## src/rtl/hbp_pkg.sv

```systemverilog
package hbp_pkg;
  // Edge events of one synchronized active-low strobe, in the clock domain.
  typedef struct packed {
    logic fall;
    logic rise;
  } hbp_edge_t;
endpackage

```

## src/rtl/hbp_sync_edge.sv

```systemverilog
module hbp_sync_edge #(
  parameter int unsigned STAGES = 2
) (
  input  logic              clk,
  input  logic              rst_n,
  input  logic              strobe_n,
  output hbp_pkg::hbp_edge_t edges
);
  // STAGES synchronizer flops plus one history flop for edge detection.
  localparam int unsigned CHAIN = STAGES + 1;

  logic [CHAIN-1:0] chain_q;

  // Strobes idle high, so the chain resets high and no edge is seen at reset.
  always_ff @(posedge clk or negedge rst_n) begin
    if (!rst_n) chain_q <= '1;
    else        chain_q <= {chain_q[CHAIN-2:0], strobe_n};
  end

  always_comb begin
    edges.fall = chain_q[STAGES] & ~chain_q[STAGES-1];
    edges.rise = ~chain_q[STAGES] & chain_q[STAGES-1];
  end
endmodule

```

## src/rtl/hbp_bus_pipe.sv

```systemverilog
module hbp_bus_pipe #(
  parameter int unsigned W     = 8,
  parameter int unsigned DEPTH = 3
) (
  input  logic         clk,
  input  logic         rst_n,
  input  logic [W-1:0] bus_in,
  output logic [W-1:0] bus_out
);
  // Delays the bus by as many flops as the strobe passes through. When a
  // rise is detected, the output therefore shows the bus from the last
  // sample at which the strobe was still low.
  logic [W-1:0] stage_q [DEPTH];

  for (genvar k = 0; k < DEPTH; k++) begin : g_stage
    always_ff @(posedge clk or negedge rst_n) begin
      if (!rst_n)      stage_q[k] <= '0;
      else if (k == 0) stage_q[k] <= bus_in;
      else             stage_q[k] <= stage_q[(k == 0) ? 0 : k-1];
    end
  end

  assign bus_out = stage_q[DEPTH-1];
endmodule

```

## src/rtl/hbp_cmd_latch.sv

```systemverilog
module hbp_cmd_latch #(
  parameter int unsigned W = 8
) (
  input  logic               clk,
  input  logic               rst_n,
  input  hbp_pkg::hbp_edge_t wr,
  input  logic [W-1:0]       bus_aligned,
  input  logic               cmd_ready,
  output logic               cmd_valid,
  output logic [W-1:0]       cmd_data,
  output logic               busy
);
  logic         open_q;   // write strobe seen low, rise not yet seen
  logic         valid_q;
  logic         busy_q;
  logic [W-1:0] data_q;

  logic open_d;
  logic valid_keep;
  logic take;

  always_comb begin
    open_d = open_q;
    if (wr.fall)      open_d = 1'b1;
    else if (wr.rise) open_d = 1'b0;
    // A byte survives this edge only if it is not handed over now.
    valid_keep = valid_q & ~cmd_ready;
    // A completed write is taken only into an empty latch; otherwise dropped.
    take = wr.rise & ~valid_keep;
  end

  always_ff @(posedge clk or negedge rst_n) begin
    if (!rst_n) begin
      open_q  <= 1'b0;
      valid_q <= 1'b0;
      busy_q  <= 1'b0;
      data_q  <= '0;
    end else begin
      open_q  <= open_d;
      valid_q <= valid_keep | take;
      busy_q  <= open_d | valid_keep | take;
      if (take) data_q <= bus_aligned;
    end
  end

  assign cmd_valid = valid_q;
  assign cmd_data  = data_q;
  assign busy      = busy_q;
endmodule

```

## src/rtl/hbp_rpt_latch.sv

```systemverilog
module hbp_rpt_latch #(
  parameter int unsigned W = 8
) (
  input  logic               clk,
  input  logic               rst_n,
  input  hbp_pkg::hbp_edge_t rd,
  input  logic               post_valid,
  input  logic [W-1:0]       post_byte,
  output logic               full_n,
  output logic [W-1:0]       bus_o,
  output logic               bus_oe,
  output logic               overrun
);
  logic         full_q;    // unread byte present (active high inside)
  logic [W-1:0] byte_q;    // latched report
  logic [W-1:0] shown_q;   // byte frozen for the current read window
  logic         oe_q;
  logic         ovr_q;

  logic room;
  logic accept;
  logic drop;

  always_comb begin
    // A read fall empties the latch in the same edge, so a post can follow.
    room   = ~full_q | rd.fall;
    accept = post_valid & room;
    drop   = post_valid & ~room;
  end

  // Reset leaves a 00 byte posted: the alive report.
  always_ff @(posedge clk or negedge rst_n) begin
    if (!rst_n) begin
      full_q  <= 1'b1;
      byte_q  <= '0;
      shown_q <= '0;
      oe_q    <= 1'b0;
      ovr_q   <= 1'b0;
    end else begin
      if (rd.fall) shown_q <= byte_q;
      if (accept)  byte_q  <= post_byte;
      full_q <= accept | (full_q & ~rd.fall);
      if (rd.fall)      oe_q <= 1'b1;
      else if (rd.rise) oe_q <= 1'b0;
      if (drop) ovr_q <= 1'b1;
    end
  end

  assign full_n  = ~full_q;
  assign bus_oe  = oe_q;
  assign bus_o   = oe_q ? shown_q : '0;
  assign overrun = ovr_q;
endmodule

```

## src/rtl/hbp_port.sv

```systemverilog
module hbp_port #(
  parameter int unsigned BYTE_W      = 8,
  parameter int unsigned CHAN_W      = 3,
  parameter int unsigned SYNC_STAGES = 2
) (
  input  logic                       clk,
  input  logic                       rst_n,
  input  logic                       host_wr_n,
  input  logic                       host_rd_n,
  input  logic [BYTE_W-1:0]          host_bus_i,
  output logic [BYTE_W-1:0]          host_bus_o,
  output logic                       host_bus_oe,
  output logic                       host_cmd_busy,
  output logic                       host_rpt_full_n,
  output logic                       cmd_valid,
  input  logic                       cmd_ready,
  output logic [BYTE_W-1:0]          cmd_data,
  input  logic                       rpt_valid,
  output logic                       rpt_ready,
  input  logic [CHAN_W-1:0]          rpt_chan,
  input  logic [BYTE_W-CHAN_W-1:0]   rpt_tone,
  output logic                       rpt_overrun
);
  localparam int unsigned TONE_W     = BYTE_W - CHAN_W;
  localparam int unsigned PIPE_DEPTH = SYNC_STAGES + 1;

  hbp_pkg::hbp_edge_t wr_edges;
  hbp_pkg::hbp_edge_t rd_edges;
  logic [BYTE_W-1:0]  bus_aligned;
  logic [BYTE_W-1:0]  post_byte;

  hbp_sync_edge #(.STAGES(SYNC_STAGES)) u_wr_sync (
    .clk(clk), .rst_n(rst_n), .strobe_n(host_wr_n), .edges(wr_edges)
  );

  hbp_sync_edge #(.STAGES(SYNC_STAGES)) u_rd_sync (
    .clk(clk), .rst_n(rst_n), .strobe_n(host_rd_n), .edges(rd_edges)
  );

  hbp_bus_pipe #(.W(BYTE_W), .DEPTH(PIPE_DEPTH)) u_bus_pipe (
    .clk(clk), .rst_n(rst_n), .bus_in(host_bus_i), .bus_out(bus_aligned)
  );

  hbp_cmd_latch #(.W(BYTE_W)) u_cmd (
    .clk(clk), .rst_n(rst_n), .wr(wr_edges), .bus_aligned(bus_aligned),
    .cmd_ready(cmd_ready), .cmd_valid(cmd_valid), .cmd_data(cmd_data),
    .busy(host_cmd_busy)
  );

  // Channel in the upper field, tone code in the lower field.
  assign post_byte = {rpt_chan, rpt_tone[TONE_W-1:0]};

  hbp_rpt_latch #(.W(BYTE_W)) u_rpt (
    .clk(clk), .rst_n(rst_n), .rd(rd_edges), .post_valid(rpt_valid),
    .post_byte(post_byte), .full_n(host_rpt_full_n), .bus_o(host_bus_o),
    .bus_oe(host_bus_oe), .overrun(rpt_overrun)
  );

  // Reports are never stalled; a report that finds the latch full is dropped.
  assign rpt_ready = 1'b1;
endmodule

```

## config.mk

```make
export PLATFORM = sky130hd
export DESIGN_NAME = hbp_port
export DESIGN_NICKNAME = d
export VERILOG_FILES = /design/src/rtl/hbp_pkg.sv /design/src/rtl/hbp_sync_edge.sv /design/src/rtl/hbp_bus_pipe.sv /design/src/rtl/hbp_cmd_latch.sv /design/src/rtl/hbp_rpt_latch.sv /design/src/rtl/hbp_port.sv
export SDC_FILE = /design/constraint.sdc
export NUM_CORES = 1
export LEC_CHECK = 0
export BUFFER_PORTS_ARGS = -buffer_cell sky130_fd_sc_hd__buf_2
export CORE_UTILIZATION = 45
export DETAILED_ROUTE_END_ITERATION = 7
export HOLD_SLACK_MARGIN = 0.03
export PLACE_DENSITY = 0.77
export SYNTH_ARGS = -nofsm -noshare
export SYNTH_HDL_FRONTEND = slang
export SYNTH_SLANG_ARGS = --single-unit
```

## constraint.sdc

```tcl
create_clock -name clk -period 1.6 [get_ports clk]
set_clock_uncertainty 0.05 [all_clocks]
set_input_delay 0.48 -clock clk [delete_from_list [all_inputs] [get_ports clk]]
set_output_delay 0.48 -clock clk [all_outputs]
set_load 0.005 [all_outputs]
```

# Word-level counts from Yosys, hierarchy flattened
# Index checks and enable logic that the tools add are counted.
# W data, S select, Z words.
# totals
regBits	60
output_inout_bits	22
input_bits	22
word_cells	43
# classes
bitwise	23
n_reduce_logical	1
n_mux	5
# ops
cell	count
$and A1 B1 Y1	9
$not A1 Y1	9
$mux W8	1
$or A1 B1 Y1	5
$mux W1	4
$reduce_bool A2 Y1	1

# Longest topological paths before layout
# logic_depth
word_depth	6
mapped_depth	6
mapped_depth_nobuf	5

# By module
# A second synthesis with hierarchy kept.
# unflattened
hier_cells	121
hier_area_um2	2114.5
# by_module_without_submodules
mod	cells_each	seq_area_each_um2	area_per_inst_um2	instances
hbp_rpt_latch	52	476.7	813.3	1
hbp_bus_pipe	32	600.6	660.6	1
hbp_cmd_latch	25	275.3	441.7	1
hbp_sync_edge	5	78.8	93.8	2
hbp_port	2	0.0	11.3	1

# Worst setup path before layout
# No wires, ideal clock.
# synth_path
kind	register to register
from	register u_rd_sync.chain_q[1]
to	register u_rpt.byte_q[0]
stages_incl_launch_ff	7
path_slack_ns	-0.005
required_ns	1.425
n_path_buf	1
arrival_time_ns	1.430
period_less_slack_ns	1.605
setup_ns	0.125
path_cell_list	dfstp_2 inv_1 ha_1 buf_6 nand2b_4 nand2_8 mux2_4
# synth_lines
item	line_no	source
start, declared	hbp_sync_edge.sv:12	logic [CHAIN-1:0] chain_q;
start signal, assigned	hbp_sync_edge.sv:17	else chain_q <= {chain_q[CHAIN-2:0], strobe_n};
end signal, assigned	hbp_rpt_latch.sv:41	if (accept) byte_q <= post_byte;
end, declared	hbp_rpt_latch.sv:15	logic [W-1:0] byte_q;

# Final worst setup path
# layout_path
from	register u_rpt.oe_q, in the netlist u_rpt.bus_oe
to	output host_bus_o[1]
# layout_between
elab_chain_cells	1
# layout_lines
item	line_no	source
start, declared	hbp_rpt_latch.sv:17	logic oe_q;
start signal, assigned	hbp_rpt_latch.sv:37	oe_q <= 1'b0;
start signal, assigned	hbp_rpt_latch.sv:43	if (rd.fall) oe_q <= 1'b1;
start signal, assigned	hbp_rpt_latch.sv:44	else if (rd.rise) oe_q <= 1'b0;
$mux W8	hbp_rpt_latch.sv:51	assign bus_o = oe_q ? shown_q : '0;
end, declared	hbp_port.sv:11	output logic [BYTE_W-1:0] host_bus_o,
# No other way between the ends.

==> results.md <==
- IO buf count: 42
- Hpwl dp: 2070 um
- Endpoints failing hold: 0
- Post-Synth XOR/XNOR Area: 0
- Die area: 4751 um^2
- # setup viols final: 0
- RD Place Congestion: 0.6293
- Vias/cell: 4.564
- Proportion of synthesized area in mux cells: 0.1546
- # nets final: 188
- Antenna violations before repair: 0
- Post-synthesis cell count: 111
- Initial Util: 0.4864
- Worst vdd rail ir drop: 988.1 uV
- Syn nets: 134
- Adder-Cell Fraction of Synth Area: 0.01117
- CTS H-Tree Depth: 3
- Outcome: complete, no violations
- All-layer global routing usage: 0.1558
- Max Freq: 634.6 MHz
- Core Area: 4144 um^2
- Congestion Overflow GR: 0
- CTS Hold Bufs: 0
- Total CTS buffers: 9
- Clk Latency, worst-skew pair: 0.31 ns
- Design Power: 3.419 mW
- Diode count: 0
- Sequential share of power: 0.528
- Row count: 23
- Clock-pin slew on the worst setup and hold paths: 0.06 ns
- P per Cell Area: 1376 nW/um^2
- Int Pwr: 2.670 mW
- Pre-antenna DRT Iters: 3
- Synth Area in Compound Gates: 0.008070
- Die Ht: 68.93 um
- CP Data Required Time: 1.07 ns
- WL/cell: 13.74 um
- First-pass GRT wire length: 4974 um
- Fin util: 0.5996
- Synth Warn #: 0
- Routed WL: 3023 um
- Max Buffers Root-to-Sink: 2
- Distinct cell type count after synthesis: 19
- Pin count of the biggest net entering global routing: 61
- Vias: 1004
- Number of routed nets with antenna violations: 0
- TritonCTS clock tree: yes
- Worst min path class: input port to async pin
- Static Leak: 1.208 nW
- Switching pwr: 0.7492 mW
- Max cap viols: 0
- Avg Synthesized Cell Area: 18.16 um^2
- #FFs+latches synth: 60
- Filler cells: 331
- Root Driver: clkbuf_8
- Vias in the first global route: 1089
- Simple-gate area share of the yosys netlist: 0.05835
- Sw Share: 0.2191
- Clock power share: 0.359
- Cell area after synthesis: 2016 um^2
- Worst EP arrival: 1.05 ns
- Tmin final: 1.576 ns
- Final worst path period share: 0.9849
- Crit path max fanout: 10
- RSZ-0062 raised after global routing: true
- Largest family of logic cells by synthesized area: multiplexers
- Worst setup SP type: register
- CP endpoint kind: primary output
- Initial drt markers: 34
- Post-synthesis sequential area ratio: 0.7492
- Area growth syn-to-layout: 23.28%
- Comb pwr share: 0.113
- Post-route DRC: 0
- Die X-Extent: 68.93 um
- Ports: 44
- Share of layout cells above drive strength 1: 0.5471
- Pins over their slew limit: 0
- Clock Sinks: 60
- Crit Path Class: register to primary output
## final cells by class
type,instances,area (um^2),share of cell area
Tap cell,50,62.56,0.02518
Multi-Input combinational cell,45,471.7,0.1898
Timing Repair Buffer,45,245.2,0.09869
Clock inverter,3,40.04,0.01611
Clock buffer,13,138.9,0.05589
Sequential cell,60,1511,0.6083
Inverter,4,15.01,0.006042
## registers in the layout (all words and copies together) (netlist names), 3 cells and up
name	count
u_bus_pipe.bus_out	8
u_wr_sync.chain_q	3
u_rpt.byte_q	8
u_rpt.shown_q	8
u_cmd.cmd_data	8
u_bus_pipe.stage_q	16
u_rd_sync.chain_q	3
## critical path, stage by stage, from the launching register on
cell and delay, ns:
dfrtp_2 0.46, and2_1 0.15, buf_2 0.12
## power by group through the flow
stage | logic, mW | registers [mW] | clock network (mW)
finish | 0.385 | 1.81 | 1.23
global route | 0.428 | 1.83 | 1.34
CTS | 0.393 | 1.81 | 1.26
detailed placement | 0.392 | 1.83 | 0
global placement | 0.371 | 1.82 | 0
floorplan | 0.224 | 1.81 | 0
## placed cells by master (no fill, tap or decap)
cell type  synthesis  final
a211o_1            1      1
and2_1             8      8
buf_12             0      1
buf_2              0     42
buf_4              1      2
bufinv_16          0      1
clkbuf_1           0      4
clkbuf_8           0      9
clkinv_2           0      2
conb_1             1      1
dfrtp_1           53     52
dfrtp_2            0      1
dfstp_2            7      7
ha_1               1      1
inv_1              4      4
maj3_1             1      1
mux2_2            17     17
mux2_4             8      8
nand2_1            1      1
nand2_8            1      1
nand2b_1           2      2
nand2b_4           1      1
nor2_4             1      1
nor2b_1            1      1
o21bai_1           1      1
## synthesized netlist by cell type (all sizes together)
| master | number | area [um^2] |
|---|---|---|
| dfrtp | 53 | 1326 |
| mux2 | 25 | 311.6 |
| and2 | 8 | 50.05 |
| dfstp | 7 | 183.9 |
| inv | 4 | 15.01 |
| nand2b | 3 | 26.27 |
| buf | 2 | 18.77 |
| nand2 | 2 | 23.77 |
| a211o | 1 | 8.760 |
| conb | 1 | 3.750 |
| ha | 1 | 12.51 |
| maj3 | 1 | 10.01 |
| nor2 | 1 | 11.26 |
| nor2b | 1 | 6.260 |
| o21bai | 1 | 7.510 |
## cell families (layout without fill, tap and decap cells)
logic type               count (synthesis)  after routing
AO/OA/AOI/OAI                            2              2
other                                    1              1
multiplexers                            25             25
AND/OR/NAND/NOR                         15             15
adder cells (fa/ha/maj)                  2              2
buffers and inverters                    6             65
flip-flops                              60             60
## per-stage QoR
step                      hold slack (ns)  std cells  setup TNS, ns  instance area [um^2]  setup slack (ns)
final                              0.1027        220              0                  2485           0.02410
after global routing               0.1147        220        -0.2310                  2485          -0.03960
after global placement             0.2816        203              0                  2297            0.1192
after CTS                          0.1121        219              0                  2477          0.003790
after detailed placement           0.2847        203              0                  2297           0.04265
after floorplan                    0.1344        111              0                  2016          0.006235
## routing by layer
layer  global-route usage  routed length, um  part of all wire
met1               0.2015               1319              0.44
met2               0.2245               1533              0.51
met3              0.04605                118             0.039
met4               0.1071                 52             0.017
met5                    0                  0                 0
## timing repair
item                                    in CTS  in global routing
gates resized for setup                      1                  0
pin swaps                                    1                  0
endpoints found under the setup margin       8                  9
setup buffers                                0                  1
## final timing paths
path	startpoint	end	slack (ns)	cells past startpoint
max	u_rpt.bus_oe	host_bus_o[1]	0.02	2
min	rst_n	u_bus_pipe.stage_q[8]	0.10	2
max reg2reg	u_rd_sync.chain_q[1]	u_rpt.byte_q[5]	0.05	5
min reg2reg	u_bus_pipe.stage_q[17]	u_bus_pipe.stage_q[9]	0.29	0
max in group asynchronous	rst_n	u_wr_sync.chain_q[1]	1.09	2
min in group clk	host_wr_n	u_wr_sync.chain_q[0]	0.22	1
Note: power is estimated with default switching activity, not from simulation.
